[src/rtl/useq_pkg.sv]
package useq_pkg;

    localparam int UA_W   = 9;
    localparam int IR_W   = 16;
    localparam int COND_W = 4;
    localparam int OP_W   = 6;
    localparam int MODE_W = 3;
    localparam int MODE_LSB = 3;
    localparam int OPC_W  = 4;

    typedef logic [UA_W-1:0] uaddr_t;

    typedef enum logic [2:0] {
        BR_NONE,
        BR_ZERO,
        BR_CARRY,
        BR_NZC,
        BR_DISPATCH
    } br_sel_t;

    typedef struct packed {
        logic            ld_ir;
        logic            inc_pc;
        logic [OP_W-1:0] op;
    } ctrl_t;

    localparam int CTRL_W = $bits(ctrl_t);

    typedef struct packed {
        uaddr_t  nxt;
        br_sel_t sel;
        ctrl_t   ctrl;
    } uword_t;

    // flag positions inside cond
    localparam int CB_N = 3;
    localparam int CB_Z = 2;
    localparam int CB_V = 1;
    localparam int CB_C = 0;

    // fixed microaddresses
    localparam uaddr_t UA_ENTRY = 9'o000;
    localparam uaddr_t UA_FETCH = 9'o016;
    localparam uaddr_t UA_DISP  = 9'o015;
    localparam uaddr_t UA_ZTEST = 9'o260;
    localparam uaddr_t UA_CTEST = 9'o400;
    localparam uaddr_t UA_MWAY  = 9'o220;

    // OR positions for the single-flag tests
    localparam int ZBIT = 1;
    localparam int CBIT = 2;

    // lanes of the eight-way branch: flag index and address bit it sets
    localparam int NLANE = 3;
    localparam int MW_COND [NLANE] = '{CB_Z, CB_N, CB_C};
    localparam int MW_BIT  [NLANE] = '{2, 4, 5};

    function automatic uword_t ucode_word(uaddr_t a);
        uword_t w;
        w.nxt         = UA_FETCH;
        w.sel         = BR_NONE;
        w.ctrl.ld_ir  = 1'b0;
        w.ctrl.inc_pc = 1'b0;
        w.ctrl.op     = a[OP_W-1:0];
        case (a)
            UA_ENTRY: w.nxt = UA_FETCH;
            UA_FETCH: begin
                w.nxt        = UA_DISP;
                w.ctrl.ld_ir = 1'b1;
            end
            UA_DISP: begin
                w.sel         = BR_DISPATCH;
                w.ctrl.inc_pc = 1'b1;
            end
            UA_ZTEST: begin
                w.nxt = 9'o700;
                w.sel = BR_ZERO;
            end
            UA_CTEST: begin
                w.nxt = 9'o402;
                w.sel = BR_CARRY;
            end
            UA_MWAY: begin
                w.nxt = 9'o403;
                w.sel = BR_NZC;
            end
            default: ;
        endcase
        return w;
    endfunction

    function automatic uaddr_t decode_target(logic [OPC_W-1:0] opc, logic [MODE_W-1:0] mode);
        uaddr_t base;
        logic   grouped;
        grouped = 1'b1;
        case (opc)
            4'd0: begin base = 9'o003; grouped = 1'b0; end
            4'd1: base = 9'o040;
            4'd2: base = 9'o060;
            4'd3: base = 9'o160;
            4'd4: base = 9'o220;
            4'd5: begin base = 9'o260; grouped = 1'b0; end
            4'd6: begin base = 9'o400; grouped = 1'b0; end
            default: begin base = 9'o140; grouped = 1'b0; end
        endcase
        return grouped ? (base | uaddr_t'(mode)) : base;
    endfunction

endpackage

[src/rtl/useq_store.sv]
module useq_store
    import useq_pkg::*;
(
    input  uaddr_t addr_i,
    output uword_t word_o
);
    always_comb word_o = ucode_word(addr_i);

    always_comb begin

        ctrl_excl_chk: assert (!(word_o.ctrl.ld_ir && word_o.ctrl.inc_pc));
    end
endmodule

[src/rtl/useq_decode.sv]
module useq_decode
    import useq_pkg::*;
#(
    parameter int IRW = IR_W
) (
    input  logic [IRW-1:0] ir_i,
    output uaddr_t         target_o
);
    localparam int OPC_LSB = IRW - OPC_W;

    logic [OPC_W-1:0]  opc;
    logic [MODE_W-1:0] mode;
    logic              unused_ir;

    assign opc       = ir_i[IRW-1:OPC_LSB];
    assign mode      = ir_i[MODE_LSB+MODE_W-1:MODE_LSB];
    assign unused_ir = ^{ir_i[OPC_LSB-1:MODE_LSB+MODE_W], ir_i[MODE_LSB-1:0]};

    always_comb target_o = decode_target(opc, mode);
endmodule

[src/rtl/useq_next.sv]
module useq_next
    import useq_pkg::*;
#(
    parameter int CW = COND_W
) (
    input  uword_t        word_i,
    input  logic [CW-1:0] cond_i,
    input  uaddr_t        disp_i,
    output uaddr_t        next_o
);
    uaddr_t lane_or [NLANE];
    uaddr_t nzc_mask;
    uaddr_t or_mask;
    uaddr_t allowed;
    logic   unused_v;

    assign unused_v = cond_i[CB_V];

    for (genvar g = 0; g < NLANE; g++) begin : g_lane
        assign lane_or[g] = cond_i[MW_COND[g]] ? (uaddr_t'(1) << MW_BIT[g]) : '0;
    end

    always_comb begin
        nzc_mask = '0;
        for (int k = 0; k < NLANE; k++) nzc_mask |= lane_or[k];
    end

    always_comb begin
        or_mask = '0;
        allowed = '0;
        case (word_i.sel)
            BR_ZERO: begin
                or_mask = cond_i[CB_Z] ? (uaddr_t'(1) << ZBIT) : '0;
                allowed = uaddr_t'(1) << ZBIT;
            end
            BR_CARRY: begin
                or_mask = cond_i[CB_C] ? (uaddr_t'(1) << CBIT) : '0;
                allowed = uaddr_t'(1) << CBIT;
            end
            BR_NZC: begin
                or_mask = nzc_mask;
                allowed = 9'o064;
            end
            default: ;
        endcase
        next_o = (word_i.sel == BR_DISPATCH) ? disp_i : (word_i.nxt | or_mask);
    end

    always_comb begin
        if (word_i.sel != BR_DISPATCH) begin

            or_only_chk: assert (((next_o | allowed) == (word_i.nxt | allowed)) &&
                                 ((next_o & word_i.nxt) == word_i.nxt));
        end
    end
endmodule

[src/rtl/useq_top.sv]
module useq_top
    import useq_pkg::*;
#(
    parameter int IRW = IR_W,
    parameter int CW  = COND_W
) (
    input  logic              clk,
    input  logic              rst,
    input  logic              stall,
    input  logic [CW-1:0]     cond,
    input  logic [IRW-1:0]    ir,
    output logic [UA_W-1:0]   uaddr,
    output logic [CTRL_W-1:0] ctrl
);
    uaddr_t ua_q;
    uaddr_t ua_d;
    uaddr_t disp;
    uword_t word;

    useq_store u_store (
        .addr_i (ua_q),
        .word_o (word)
    );

    useq_decode #(.IRW(IRW)) u_decode (
        .ir_i     (ir),
        .target_o (disp)
    );

    useq_next #(.CW(CW)) u_next (
        .word_i (word),
        .cond_i (cond),
        .disp_i (disp),
        .next_o (ua_d)
    );

    always_ff @(posedge clk) begin
        if (rst)         ua_q <= UA_ENTRY;
        else if (!stall) ua_q <= ua_d;
    end

    assign uaddr = ua_q;
    assign ctrl  = word.ctrl;


    stall_hold_chk: assert property (@(posedge clk) disable iff (rst)
        stall |=> ($stable(uaddr) && $stable(ctrl)));


    fetch_flow_chk: assert property (@(posedge clk) disable iff (rst)
        (uaddr == UA_FETCH && !stall) |=> (uaddr == UA_DISP));


    zero_test_chk: assert property (@(posedge clk) disable iff (rst)
        (uaddr == UA_ZTEST && !stall) |=>
        (uaddr == ($past(cond[CB_Z]) ? 9'o702 : 9'o700)));


    carry_test_chk: assert property (@(posedge clk) disable iff (rst)
        (uaddr == UA_CTEST && !stall) |=>
        (uaddr == ($past(cond[CB_C]) ? 9'o406 : 9'o402)));


    ctrl_flags_chk: assert property (@(posedge clk) disable iff (rst)
        $onehot0({ctrl[CTRL_W-1], ctrl[CTRL_W-2]}));
endmodule

[config.mk]
export PLATFORM = sky130hd
export DESIGN_NAME = useq_top
export DESIGN_NICKNAME = d
export VERILOG_FILES = /design/src/rtl/useq_pkg.sv /design/src/rtl/useq_store.sv /design/src/rtl/useq_decode.sv /design/src/rtl/useq_next.sv /design/src/rtl/useq_top.sv
export SDC_FILE = /design/constraint.sdc
export NUM_CORES = 1
export LEC_CHECK = 0
export BUFFER_PORTS_ARGS = -buffer_cell sky130_fd_sc_hd__buf_2
export CAP_MARGIN = 30
export CORE_MARGIN = 4
export CORE_UTILIZATION = 46
export DETAILED_ROUTE_END_ITERATION = 10
export HOLD_SLACK_MARGIN = 0.15
export PLACE_DENSITY = 0.85
export SETUP_SLACK_MARGIN = 0.5
export SYNTH_ARGS = -nofsm -noshare
export SYNTH_HDL_FRONTEND = slang
export SYNTH_SLANG_ARGS = --single-unit
[constraint.sdc]
create_clock -name clk -period 3.4 [get_ports clk]
set_input_delay 0.68 -clock clk [delete_from_list [all_inputs] [get_ports clk]]
set_output_delay 0.68 -clock clk [all_outputs]
set_load 0.005 [all_outputs]
# [Word-level counts from Yosys, hierarchy flattened]
# Cells that the tools add are included.
[totals] out_inout_bits=17 latch_bits=0 mem_bits_ro=0 inputBits=23 mem_bits_rw=0 regBits=9 wordCells=36 memories=0
[op_classes] bitwise=4 reduce_logical=2 n_div=0 mul=0 magnitude_cmp=0 add_sub_neg=0 n_eq_ne=15 shifts=0 mux=14
[op_table] operator="$pmux 9 s7" count=1
[op_table] operator="$pmux 9 s4" count=1
[op_table] operator="$or 9x9->9" count=3
[op_table] operator="$pmux 9 s3" count=1
[op_table] operator="$eq 9x4->1 const B" count=2
[op_table] operator="$eq 9x8->1 const B" count=2
[op_table] operator="$mux 9" count=2
[op_table] operator="$eq 4x3->1 const B" count=3
[op_table] operator="$pmux 3 s4" count=1
[op_table] operator="$eq 9x9->1 const B" count=1
[op_table] operator="$or 9x3->9" count=1
[op_table] operator="$eq 4x2->1 const B" count=2
[op_table] operator="$eq 3x2->1 const B" count=2
[op_table] operator="$mux 3" count=2
[op_table] operator="$mux 6" count=1
[op_table] operator="$mux 5" count=1
[op_table] operator="$eq 4x1->1 const B" count=1
[op_table] operator="$logic_not 4->1" count=1
[op_table] operator="$reduce_or 4->1" count=1
[op_table] operator="$eq 3x1->1 const B" count=1
[op_table] operator="$eq 3x3->1 const B" count=1
[op_table] operator="$mux 1" count=3
[op_table] operator="$mux 2" count=1

# [Depth between registers and ports, before layout]
[depth] ltp_word=6 mapped_depth=5 depth_no_buf=4

# [Hierarchy]
# Synthesis repeated with hierarchy kept, for this count alone.
[unflattened] hier_cells=104 area_unflattened_um2=934.6
[modules_own_cells] mod="useq_top" instances=1 cells_each=29 seq_area_each_um2=180.2 area_per_inst_um2=319.1
[modules_own_cells] mod="useq_store" instances=1 cells_each=28 seq_area_each_um2=0.0 area_per_inst_um2=237.7
[modules_own_cells] mod="useq_next" instances=1 cells_each=25 seq_area_each_um2=0.0 area_per_inst_um2=224.0
[modules_own_cells] mod="useq_decode" instances=1 cells_each=22 seq_area_each_um2=0.0 area_per_inst_um2=153.9

# [Worst setup path after synthesis]
# OpenSTA, ideal clock, no wires.
[synth_timing] path_kind="reg2out" start="reg ua_q[5] (netlist: uaddr[5])" end="out ctrl[6]" path_buffers=1 setup_slack_ns=1.741 arrival_ns=0.979 stages_incl_launch_ff=4 required_time_ns=2.720 path_cell_list="dfxtp_1 nor4_4 and3_1 buf_6"
[synth_between] elab_chain_len=2
[synth_rtl] item="from (decl)" line="useq_top.sv:15" source="uaddr_t ua_q;"
[synth_rtl] item="from (signal assigned)" line="useq_top.sv:39" source="else if (!stall) ua_q <= ua_d;"
[synth_rtl] item="$eq 9x4->1" line="useq_pkg.sv:65" source="case (a)"
[synth_rtl] item="$mux 1" line="useq_pkg.sv:65"
[synth_rtl] item="to (decl)" line="useq_top.sv:13" source="output logic [CTRL_W-1:0] ctrl"
# Every way passes these cells.

# [Worst setup path in the final report]
# Same ends and word-level chain as after synthesis.

==> key figures <==
Yosys
  • Post-synth EDFFs: 0
  • Post-synth top cells: dfxtp_1 (9), buf_4 (7), inv_1 (6), nand2_1 (6), a221oi_2 (5)
  • Mapped Cells: 84
  • Synthesized cell area: 734 sq um
  • Syn avg cell area: 8.74 sq um
  • Sequential element share of the synthesized area: 0.245
  • Most numerous cell in the Yosys netlist: dfxtp_1
  • Number of synthesized register bits: 9
  • Syn_nets: 107
  • Syn. warnings: 0
  • Cell taking the most area after synthesis: dfxtp_1
  • Synth top area cells: dfxtp_1 (25%), a221oi_2 (10%), buf_4 (7.2%)
  • Ys async rst share: 0
  • Synth Flop Type: dfxtp_1
  • Synth top area share: 0.245
  • Synth cell types: 39

STA
  • Fin crit period: 2280 ps
  • Fmax: 0.439 GHz
  • Worst relative slew slack: 0.748
  • Count of final hold-check violations: 0
  • Final setup violation count: 0
  • Pins Over Slew Limit: 0
  • Setup_tns: 0 ps
  • Final Skew: 11.7 ps
  • Hold slack: 524 ps
  • Worst slew pin tran: 375 ps
  • PnR worst setup slack: 1120 ps
  • Tcrit/Tclk final: 0.671
  • RSZ-0062 raised after global routing: no

Floorplanning
  • Initial core utilization: 0.488
  • # IOs: 40
  • Die Height: 48.0 um
  • # rows: 14
  • Die X: 48.0 um
  • Std-Cell Core Area: 1510 sq um
  • Die area: 2300 sq um

Worst setup path
  • WP data arrival: 1600 ps
  • Cell breakdown of the critical path: nor4_4 > and3_1 > buf_2
  • Crit-path slowest cell: and3_1
  • Worst r2r dst: uaddr[5]
  • Critical Path Sink Type: output pin
  • Critical path type: reg2out
  • Setup crit start kind: flop
  • Required @ worst endpoint: 2720 ps
  • Maximum fanout along the worst path: 8
  • RR Startpoint: uaddr[5]
  • Flop-to-flop setup slack: 1740 ps
  • Largest stage delay, worst path: 430 ps
  • Reg2reg path depth: 4

Clock tree
  • CTS max path bufs: 2
  • H-tree levels: 1
  • Hold_buf cts: 0
  • TritonCTS buffer count: 3
  • Clock-pin slew on the worst setup and hold paths: 70 ps
  • Post-CTS Setup Bufs: 0
  • CTS resizes: 0
  • Clock sink count: 9
  • Worst skew pair latency: 260 ps
  • CTS tree: yes
  • Root buf cell: clkbuf_4

Detailed routing
  • Antenna Violating Nets Remaining: 0
  • Drt pass-1 iters: 5
  • DR DRC count: 0
  • Via count: 723
  • Initial DRC count: 30
  • Routed wire length: 1.75 mm
  • Vias/cell: 5.93
  • Avg WL per Cell: 14.4 um

Finish
  • Synthesis-to-finish area growth: 15.7%
  • Post-route non-filler standard cell count: 122
  • Max FFs per register: 9
  • Fraction of layout cells with a size suffix above 1: 0.406
  • Fin nets: 130
  • Layout Utilization: 0.564
  • Inserted Diodes: 0

GRT
  • Initial antenna violation count: 0
  • Vias in the first global route: 659
  • Gr usage total: 0.168
  • Global-route wire length before repair: 2.79 mm
  • Largest net degree at the start of global routing: 16
  • Congestion Overflow GR: 0

Power and ir drop
  • Comb power frac: 0.218
  • Sw frac: 0.297
  • Worst vdd ir: 0.119 mV
  • Int Pwr: 0.000183 W
  • Pwr/cell area: 307 nW/um^2
  • Register share of total power: 0.463
  • Leakage: 0.366 nW
  • Clock network fraction of design power: 0.319
  • P_sw: 0.0000775 W

Placement
  • HPWL after DPL: 1.39 mm
  • Buffers on Ports: 29
  • Final GP Congestion: 0.862
  • DP Worst Slack: 1400 ps
  • Inst Count DP: 118

Outcome
  • Status: complete, no violations

Worst hold path
  • Worst Hold Path EP: uaddr[0]
  • Hold WC Path Type: reg2reg
  • Hold Path Stages: 2
  • Hold Path Origin: uaddr[0]

Flow run
  • Maxcap violations: 0
==> critical path, delay by kind of cell, from the launching register on <==
family | cells | cell delay [ps]
flops | 1 | 380
simple gates | 2 | 780
buf+inv | 1 | 180
==> layout make-up <==
cell class / count / area (sq um)
multi-input cells: 58 / 455
flip-flops and latches: 9 / 180
inverters: 6 / 22.5
well taps: 16 / 20.0
clock buffers: 4 / 26.3
repair buffers: 29 / 145
fillers: 138 / 657
==> layer usage <==
layer	wire (um)	vias up	track usage
li1	-	354	-
met1	685	335	0.205
met2	919	30	0.298
met3	126	4	0.0226
met4	22	0	0.0538
met5	0	-	0
==> metrics by stage <==
step	instance area (sq um)	total power, W
after global routing	850	0.000274
final	850	0.000261
after floorplan	734	0.000162
after global placement	823	0.000178
after CTS	850	0.000262
after detailed placement	823	0.000180
==> worst max path at each step <==
stage	startpoint	end	slack, ps
after floorplan	uaddr[5]	ctrl[6]	1740
after global placement	uaddr[5]	ctrl[6]	1420
after detailed placement	uaddr[5]	ctrl[6]	1400
after CTS	uaddr[5]	ctrl[6]	1120
after global routing	uaddr[5]	ctrl[6]	1010
final	uaddr[5]	ctrl[6]	1120
==> power by group through the flow <==
stage	clock, W	sequential, W	combinational [W]
3_5_place_dp	0	0.000123	0.0000570
6_report	0.0000831	0.000121	0.0000569
3_3_place_gp	0	0.000122	0.0000551
4_1_cts	0.0000842	0.000121	0.0000573
5_1_grt	0.0000884	0.000122	0.0000637
2_1_floorplan	0	0.000122	0.0000391
==> cell usage in the layout, fill, tap and decap left out, types with 3 or more instances in the layout <==
cell,instances
inv_1,6
nor2_1,4
dfxtp_1,9
a221oi_2,5
nor2b_1,4
nor3_1,3
nand2_1,6
buf_2,29
clkbuf_4,3
a21oi_1,3
==> logic make-up (layout without fill, tap and decap cells) <==
| family | count (synthesis) | count (layout) | share of synthesized area |
|---|---|---|---|
| buf+inv | 17 | 39 | 0.135 |
| flops | 9 | 9 | 0.245 |
| simple gates | 35 | 35 | 0.342 |
| xor+xnor | 1 | 1 | 0.0119 |
| compound gates | 21 | 21 | 0.252 |
| mux | 1 | 1 | 0.0136 |
(Power assumes the default switching activity.)
